--- config.mk ---
export PLATFORM = sky130hd
export DESIGN_NAME = ccp_channel
export DESIGN_NICKNAME = d
export VERILOG_FILES = /design/src/rtl/ccp_pkg.sv /design/src/rtl/ccp_edge_capture.sv /design/src/rtl/ccp_compare.sv /design/src/rtl/ccp_pwm.sv /design/src/rtl/ccp_channel.sv
export SDC_FILE = /design/constraint.sdc
export NUM_CORES = 1
export LEC_CHECK = 0
export BUFFER_PORTS_ARGS = -buffer_cell sky130_fd_sc_hd__buf_2
export CORE_ASPECT_RATIO = 1.4
export CORE_MARGIN = 5
export CORE_UTILIZATION = 48
export CTS_CLUSTER_DIAMETER = 50
export DETAILED_ROUTE_END_ITERATION = 10
export PLACE_DENSITY = 0.81
export RECOVER_POWER = 100
export SLEW_MARGIN = 20
export SYNTH_ARGS = -nofsm -noshare
export SYNTH_HDL_FRONTEND = slang
export SYNTH_SLANG_ARGS = --single-unit
export TNS_END_PERCENT = 100
--- constraint.sdc ---
create_clock -name clk_i -period 1.7 [get_ports clk_i]
set_input_delay 0.34 -clock clk_i [delete_from_list [all_inputs] [get_ports clk_i]]
set_output_delay 0.34 -clock clk_i [all_outputs]
set_load 0.05 [all_outputs]
--- src/rtl/ccp_pkg.sv ---
package ccp_pkg;
  localparam int unsigned SUB_W = 2;  // duty low bits held in the control register

  typedef enum logic [1:0] {
    ADDR_CTRL = 2'd0,
    ADDR_LO   = 2'd1,
    ADDR_HI   = 2'd2,
    ADDR_FLAG = 2'd3
  } ccp_addr_e;

  function automatic logic is_off(input logic [3:0] m);
    return m[3:2] == 2'b00;
  endfunction
  function automatic logic is_cap(input logic [3:0] m);
    return m[3:2] == 2'b01;
  endfunction
  function automatic logic is_cmp(input logic [3:0] m);
    return m[3:2] == 2'b10;
  endfunction
  function automatic logic is_pwm(input logic [3:0] m);
    return m[3:2] == 2'b11;
  endfunction
endpackage

--- src/rtl/ccp_edge_capture.sv ---
module ccp_edge_capture #(
  parameter int unsigned PRE_A = 4,
  parameter int unsigned PRE_B = 16
) (
  input  logic       clk_i,
  input  logic       rst_ni,
  input  logic       en_i,
  input  logic [1:0] sel_i,
  input  logic       clr_i,
  input  logic       pin_i,
  output logic       fire_o
);
  localparam int unsigned CNT_W = $clog2(PRE_B);

  logic             s1_q, s2_q;
  logic [CNT_W-1:0] cnt_q;
  logic             rise, fall, hit;

  always_ff @(posedge clk_i or negedge rst_ni) begin
    if (!rst_ni) begin
      s1_q <= 1'b0;
      s2_q <= 1'b0;
    end else begin
      s1_q <= pin_i;
      s2_q <= s1_q;
    end
  end

  assign rise = s1_q & ~s2_q;
  assign fall = ~s1_q & s2_q;

  always_comb begin
    unique case (sel_i)
      2'd0:    hit = fall;
      2'd1:    hit = rise;
      2'd2:    hit = rise && (cnt_q == CNT_W'(PRE_A - 1));
      default: hit = rise && (cnt_q == CNT_W'(PRE_B - 1));
    endcase
  end

  always_ff @(posedge clk_i or negedge rst_ni) begin
    if (!rst_ni)                     cnt_q <= '0;
    else if (clr_i || !en_i)         cnt_q <= '0;
    else if (rise && sel_i[1])       cnt_q <= hit ? '0 : cnt_q + 1'b1;
  end

  assign fire_o = en_i & hit;
endmodule

--- src/rtl/ccp_compare.sv ---
module ccp_compare #(
  parameter int unsigned TW = 16
) (
  input  logic          clk_i,
  input  logic          rst_ni,
  input  logic          en_i,
  input  logic [TW-1:0] timer_i,
  input  logic [TW-1:0] ref_i,
  output logic          fire_o
);
  logic eq, eq_q;

  assign eq = (timer_i == ref_i);

  // track equality in every mode so entering compare never sees a false edge
  always_ff @(posedge clk_i or negedge rst_ni) begin
    if (!rst_ni) eq_q <= 1'b0;
    else         eq_q <= eq;
  end

  assign fire_o = en_i & eq & ~eq_q;
endmodule

--- src/rtl/ccp_pwm.sv ---
module ccp_pwm #(
  parameter int unsigned PW  = 8,
  parameter int unsigned SW  = 2
) (
  input  logic             clk_i,
  input  logic             rst_ni,
  input  logic             en_i,
  input  logic             period_i,
  input  logic [PW-1:0]    tmr_i,
  input  logic [SW-1:0]    sub_i,
  input  logic [PW+SW-1:0] duty_buf_i,
  output logic             lvl_o
);
  localparam int unsigned CW = PW + SW;

  logic [CW-1:0] duty_q;
  logic [CW:0]   cnt_nx;
  logic          lvl_q;

  assign cnt_nx = {1'b0, tmr_i, sub_i} + (CW+1)'(1);

  always_ff @(posedge clk_i or negedge rst_ni) begin
    if (!rst_ni) begin
      duty_q <= '0;
      lvl_q  <= 1'b0;
    end else if (!en_i) begin
      lvl_q  <= 1'b0;
    end else if (period_i) begin
      duty_q <= duty_buf_i;
      lvl_q  <= (duty_buf_i != '0);
    end else if (cnt_nx == {1'b0, duty_q}) begin
      lvl_q  <= 1'b0;
    end
  end

  assign lvl_o = lvl_q;
endmodule

--- src/rtl/ccp_channel.sv ---
module ccp_channel
  import ccp_pkg::*;
#(
  parameter int unsigned DW    = 8,
  parameter int unsigned PRE_A = 4,
  parameter int unsigned PRE_B = 16
) (
  input  logic            clk_i,
  input  logic            rst_ni,
  input  logic            wr_en_i,
  input  logic [1:0]      wr_addr_i,
  input  logic [DW-1:0]   wr_data_i,
  input  logic [2*DW-1:0] timer_i,
  input  logic [DW-1:0]   pwm_tmr_i,
  input  logic [SUB_W-1:0] pwm_sub_i,
  input  logic            period_i,
  input  logic            pin_i,
  output logic            out_o,
  output logic            out_en_o,
  output logic            irq_o,
  output logic            trig_o,
  output logic [2*DW-1:0] ccpr_o
);
  localparam int unsigned TW = 2 * DW;

  logic [3:0]       mode_q;
  logic [SUB_W-1:0] dlo_q;
  logic [TW-1:0]    ccpr_q;
  logic             flag_q, out_q, trig_q;
  logic             wr_ctrl, mode_chg, cap_fire, cmp_fire, pwm_lvl;
  logic [3:0]       mode_nx;

  assign wr_ctrl  = wr_en_i && (wr_addr_i == ADDR_CTRL);
  assign mode_nx  = wr_data_i[3:0];
  assign mode_chg = wr_ctrl && (mode_nx != mode_q);

  always_ff @(posedge clk_i or negedge rst_ni) begin
    if (!rst_ni) begin
      mode_q <= '0;
      dlo_q  <= '0;
    end else if (wr_ctrl) begin
      mode_q <= mode_nx;
      dlo_q  <= wr_data_i[4 +: SUB_W];
    end
  end

  ccp_edge_capture #(.PRE_A(PRE_A), .PRE_B(PRE_B)) u_cap (
    .clk_i  (clk_i),
    .rst_ni (rst_ni),
    .en_i   (is_cap(mode_q)),
    .sel_i  (mode_q[1:0]),
    .clr_i  (mode_chg),
    .pin_i  (pin_i),
    .fire_o (cap_fire)
  );

  ccp_compare #(.TW(TW)) u_cmp (
    .clk_i   (clk_i),
    .rst_ni  (rst_ni),
    .en_i    (is_cmp(mode_q)),
    .timer_i (timer_i),
    .ref_i   (ccpr_q),
    .fire_o  (cmp_fire)
  );

  ccp_pwm #(.PW(DW), .SW(SUB_W)) u_pwm (
    .clk_i      (clk_i),
    .rst_ni     (rst_ni),
    .en_i       (is_pwm(mode_q)),
    .period_i   (period_i),
    .tmr_i      (pwm_tmr_i),
    .sub_i      (pwm_sub_i),
    .duty_buf_i ({ccpr_q[TW-1:DW], dlo_q}),
    .lvl_o      (pwm_lvl)
  );

  // capture beats a software write in the same cycle
  always_ff @(posedge clk_i or negedge rst_ni) begin
    if (!rst_ni)                                         ccpr_q <= '0;
    else if (cap_fire)                                   ccpr_q <= timer_i;
    else if (wr_en_i && wr_addr_i == ADDR_LO)            ccpr_q[DW-1:0]  <= wr_data_i;
    else if (wr_en_i && wr_addr_i == ADDR_HI)            ccpr_q[TW-1:DW] <= wr_data_i;
  end

  always_ff @(posedge clk_i or negedge rst_ni) begin
    if (!rst_ni)                                              flag_q <= 1'b0;
    else if (cap_fire || cmp_fire)                            flag_q <= 1'b1;
    else if (wr_en_i && wr_addr_i == ADDR_FLAG && !wr_data_i[0]) flag_q <= 1'b0;
  end

  always_ff @(posedge clk_i or negedge rst_ni) begin
    if (!rst_ni) begin
      out_q  <= 1'b0;
      trig_q <= 1'b0;
    end else begin
      trig_q <= cmp_fire && (mode_q == 4'd11);
      if (mode_chg && mode_nx == 4'd8)      out_q <= 1'b0;
      else if (mode_chg && mode_nx == 4'd9) out_q <= 1'b1;
      else if (cmp_fire && mode_q == 4'd8)  out_q <= 1'b1;
      else if (cmp_fire && mode_q == 4'd9)  out_q <= 1'b0;
    end
  end

  assign out_en_o = is_pwm(mode_q) || (is_cmp(mode_q) && !mode_q[1]);
  assign out_o    = out_en_o && (is_pwm(mode_q) ? pwm_lvl : out_q);
  assign irq_o    = flag_q;
  assign trig_o   = trig_q;
  assign ccpr_o   = ccpr_q;
endmodule

==> key figures <==
Global route
  – Busiest grt layer: met2
  – Met1 Usage GRT: between 20% and 30%
  – M2 GR Usage: slightly below 40%
  – Met3 GRT Util: between 3 and 4%
  – GRT Util Overall: 20.7%
  – Global-route wire length before repair: 11.1 mm
  – Largest net degree at the start of global routing: between 40 and 50
  – Remaining Overflow, GRT: 0
  – Vias in the first global route: 2441
  – Initial antenna violation count: 0

Clocking
  – CTS sink cnt: 43
  – CTS clk-pin slew, worst paths: 0.09 ns
  – Root buf cell: clkbuf_8
  – Total CTS buffers: 5
  – CTS Buffer Depth: 2
  – H-tree depth: 2
  – CTS tree: yes
  – Clock latency on the worst-skew pair: 0.31 ns
  – Hold-fix buffers at CTS: 0

Die
  – Chip width: 71.7 um
  – Row count: 31
  – Die area: 6910 um2
  – Core area: about 5200 um2
  – Initial Utilization: 49.6%
  – Die Y: 96.3 um
  – # IOs: 61

Layout
  – Non-Filler Instances: 431
  – Antenna cells: 0
  – Layout area overhead: 44.8%
  – Final #Nets: 407
  – Layout cells sized above 1: 49.3%

Drt
  – Residual DRC: 0
  – Vias: 2511
  – Vias/cell: roughly 6
  – WL/cell: 18.6 um
  – Initial DRC Count: 96
  – DRT antenna net count: 0
  – DR pass1 iterations: 4
  – Detailed Route WL: 8.01 mm

Power
  – Leakage: 1.65 nW
  – PwrDens: 1260 nW/um2
  – Largest vdd supply drop: around 0.0013 V
  – Total Power: 4.66 mW

Synthesis
  – Syn Nets: between 200 and 300
  – Top cell type's share of synthesized area: 42.1%
  – Synth area leader: dfrtp_1
  – Distinct cell type count after synthesis: 49
  – Cell area after synthesis: 2560 um2
  – Synth Area in Compound Gates: between 10% and 20%
  – Async set-or-reset flop fraction in the synthesized netlist: 100%
  – Yosys reg bits: 43
  – Synth top cells by count: dfrtp_1 (43), a21oi_1 (25), nor2_1 (25)
  – Post-Synth Simple-Gate Area: between 10% and 20%
  – Post-synthesis sequential area ratio: between 40% and 50%
  – Synth Area in XOR/XNOR: 10.3%
  – Post-Synth Adder-Cell Area: less than 1%
  – Yosys warns: 0
  – Dominant synthesized flop cell: dfrtp_1
  – Largest family of logic cells by synthesized area: simple AND/OR/NAND/NOR gates
  – Mux contribution to synthesized area: 12.4%
  – Post-synth EDFFs: 0
  – Mean post-synth cell area: 9.99 um2
  – Most frequent cell after synthesis: dfrtp_1
  – Post-Synthesis Cells: ~260
  – Top post-synthesis cells by area: dfrtp_1 (42%), xor2_1 (7.2%), mux2i_1 (6.3%)

STA
  – Hold Fails Final Rpt: 0
  – Slew HR: 27.9%
  – Final Skew: 0.0155 ns
  – Final setup violation count: 25
  – Minimum clock period: around 1.9 ns
  – Post-route setup slack: -0.162 ns
  – Setup Total Neg Slack: -1.33 ns
  – Worst Max-Slew Pin Slew: 1.08 ns
  – Tcrit/Tclk final: 110%
  – Slew Limit Fails: 0
  – RSZ-0062 raised after global routing: yes
  – FMAX: around 540 MHz

Critical path
  – Crit Path Class: reg2reg
  – R2R Path End: out_q$_DFFE_PN0P_
  – R2R Setup Slk: -0.16 ns
  – Worst r2r path cells: 5
  – Crit path max fanout: 3
  – FF-to-FF Start: ccpr_o[14]$_DFFE_PN0P_
  – Critical path launch point type: flop
  – Worst endpoint required time: 1.88 ns
  – Worst setup EP type: flop
  – Arrival @ worst endpoint: 2.05 ns

Job
  – Max Cap Violations: 0

Place
  – Routability cong.: 0.907
  – DP Wirelength: between 5 and 6 mm
  – Placed Cells: slightly above 400
  – # port buffers: 60
  – DP Worst Slack: -0.128 ns

Worst hold path
  – Min-Delay Endpoint: u_cap.s1_q$_DFF_PN0_
  – Worst min path class: in2reg
  – Hold Path Origin: pin_i
  – Hold Path Cell Cnt: 1

Status
  – Outcome: finished with violations
  – Failing checks: negative setup slack
worst max-delay path, cell delays in order (launching register included):
cell     delay [ns]
dfrtp_2        0.43
xor2_1         0.16
nor4_1         0.37
nand4_1        0.22
o311a_1        0.32
a211o_1        0.23
cells in the final DEF, fill, tap and decap left out, types with 2 or more instances in the layout:
cell type  count
buf_4         41
buf_2         40
dfrtp_1       29
xor2_1        21
mux2i_1       16
nor2_4        16
a21oi_2       14
mux2_2        14
dfrtp_2       14
clkbuf_1      11
clkbuf_2      11
o21ai_0       10
a21oi_1       10
nor2_1         9
nand2_1        9
xnor2_1        9
inv_1          6
nand3_1        6
nor3_1         5
clkbuf_8       5
buf_6          5
nand4_1        4
nand2b_1       4
nor4_1         3
and3_1         3
nand3b_1       3
o2111ai_1      3
nor4_2         2
a22oi_1        2
nor3b_1        2
nand4b_1       2
a21oi_4        2
o311a_1        2
a31oi_1        2
or4_4          2
bufinv_16      2
clkbuf_16      2
where the power goes:
part | internal [mW] | total, mW | leakage (nW) | switching [mW]
logic | 0.847 | 2.10 | 1.08 | 1.26
registers | 1.33 | 1.61 | 0.502 | 0.280
clock network | 0.587 | 0.949 | 0.0654 | 0.361
per-stage QoR:
stage | utilization (%) | cell area (um2) | hold slack (ns)
final | 71.8 | 3700 | 0.145
after floorplan | - | 2600 | 0.0444
after global routing | 71.8 | 3700 | 0.126
after detailed placement | 62.9 | 3250 | 0.333
after CTS | 67.1 | 3460 | 0.00532
after global placement | 62.9 | 3250 | 0.331
flip-flops by register name, summed over array words and instances, names as in the netlist:
name	cells
u_pwm.lvl_o	1
u_cap.s1_q	1
u_cap.cnt_q	4
ccpr_o	16
u_pwm.duty_q	10
out_q	1
trig_o	1
dlo_q	2
u_cmp.eq_q	1
irq_o	1
mode_q	4
u_cap.s2_q	1
repair_timing:
action,in CTS,in global routing
resized for setup,8,50
setup buffers,6,4
pin swaps,7,10
cloned,0,3
setup endpoints to repair,23,25
final cells by class:
cell class	count	area, um2
Clock buffer	6	72.6
Clock inverter	2	60.1
Fill cell	360	1460
Inverter	6	22.5
Multi-Input combinational cell	197	1640
Sequential cell	43	1090
Tap cell	66	82.6
Timing Repair Buffer	111	734
worst max path at each step:
stage / startpoint / to / slack (ns) / cells after the start
after global placement: timer_i[6] / out_q$_DFFE_PN0P_ / -0.12 / 6
after global routing: ccpr_o[9]$_DFFE_PN0P_ / u_pwm.lvl_o$_DFFE_PN0P_ / -0.26 / 5
after detailed placement: ccpr_o[9]$_DFFE_PN0P_ / u_pwm.lvl_o$_DFFE_PN0P_ / -0.13 / 5
after CTS: ccpr_o[9]$_DFFE_PN0P_ / u_pwm.lvl_o$_DFFE_PN0P_ / -0.15 / 5
final: ccpr_o[14]$_DFFE_PN0P_ / out_q$_DFFE_PN0P_ / -0.16 / 5
after floorplan: ccpr_o[10]$_DFFE_PN0P_ / u_pwm.lvl_o$_DFFE_PN0P_ / -0.20 / 5
logic make-up after synthesis:
logic type / count (synthesis)
simple gates: 82
compound gates: 53
flops: 43
xor+xnor: 30
mux: 30
buf+inv: 16
fa+ha+maj: 2
routing by layer:
layer / wire, um / vias up
li1: - / 1148
met4: 337 / 0
met5: 0 / -
met3: 388 / 31
met1: 2960 / 1239
met2: 4320 / 93
Note: power is estimated with default switching activity, not from simulation.
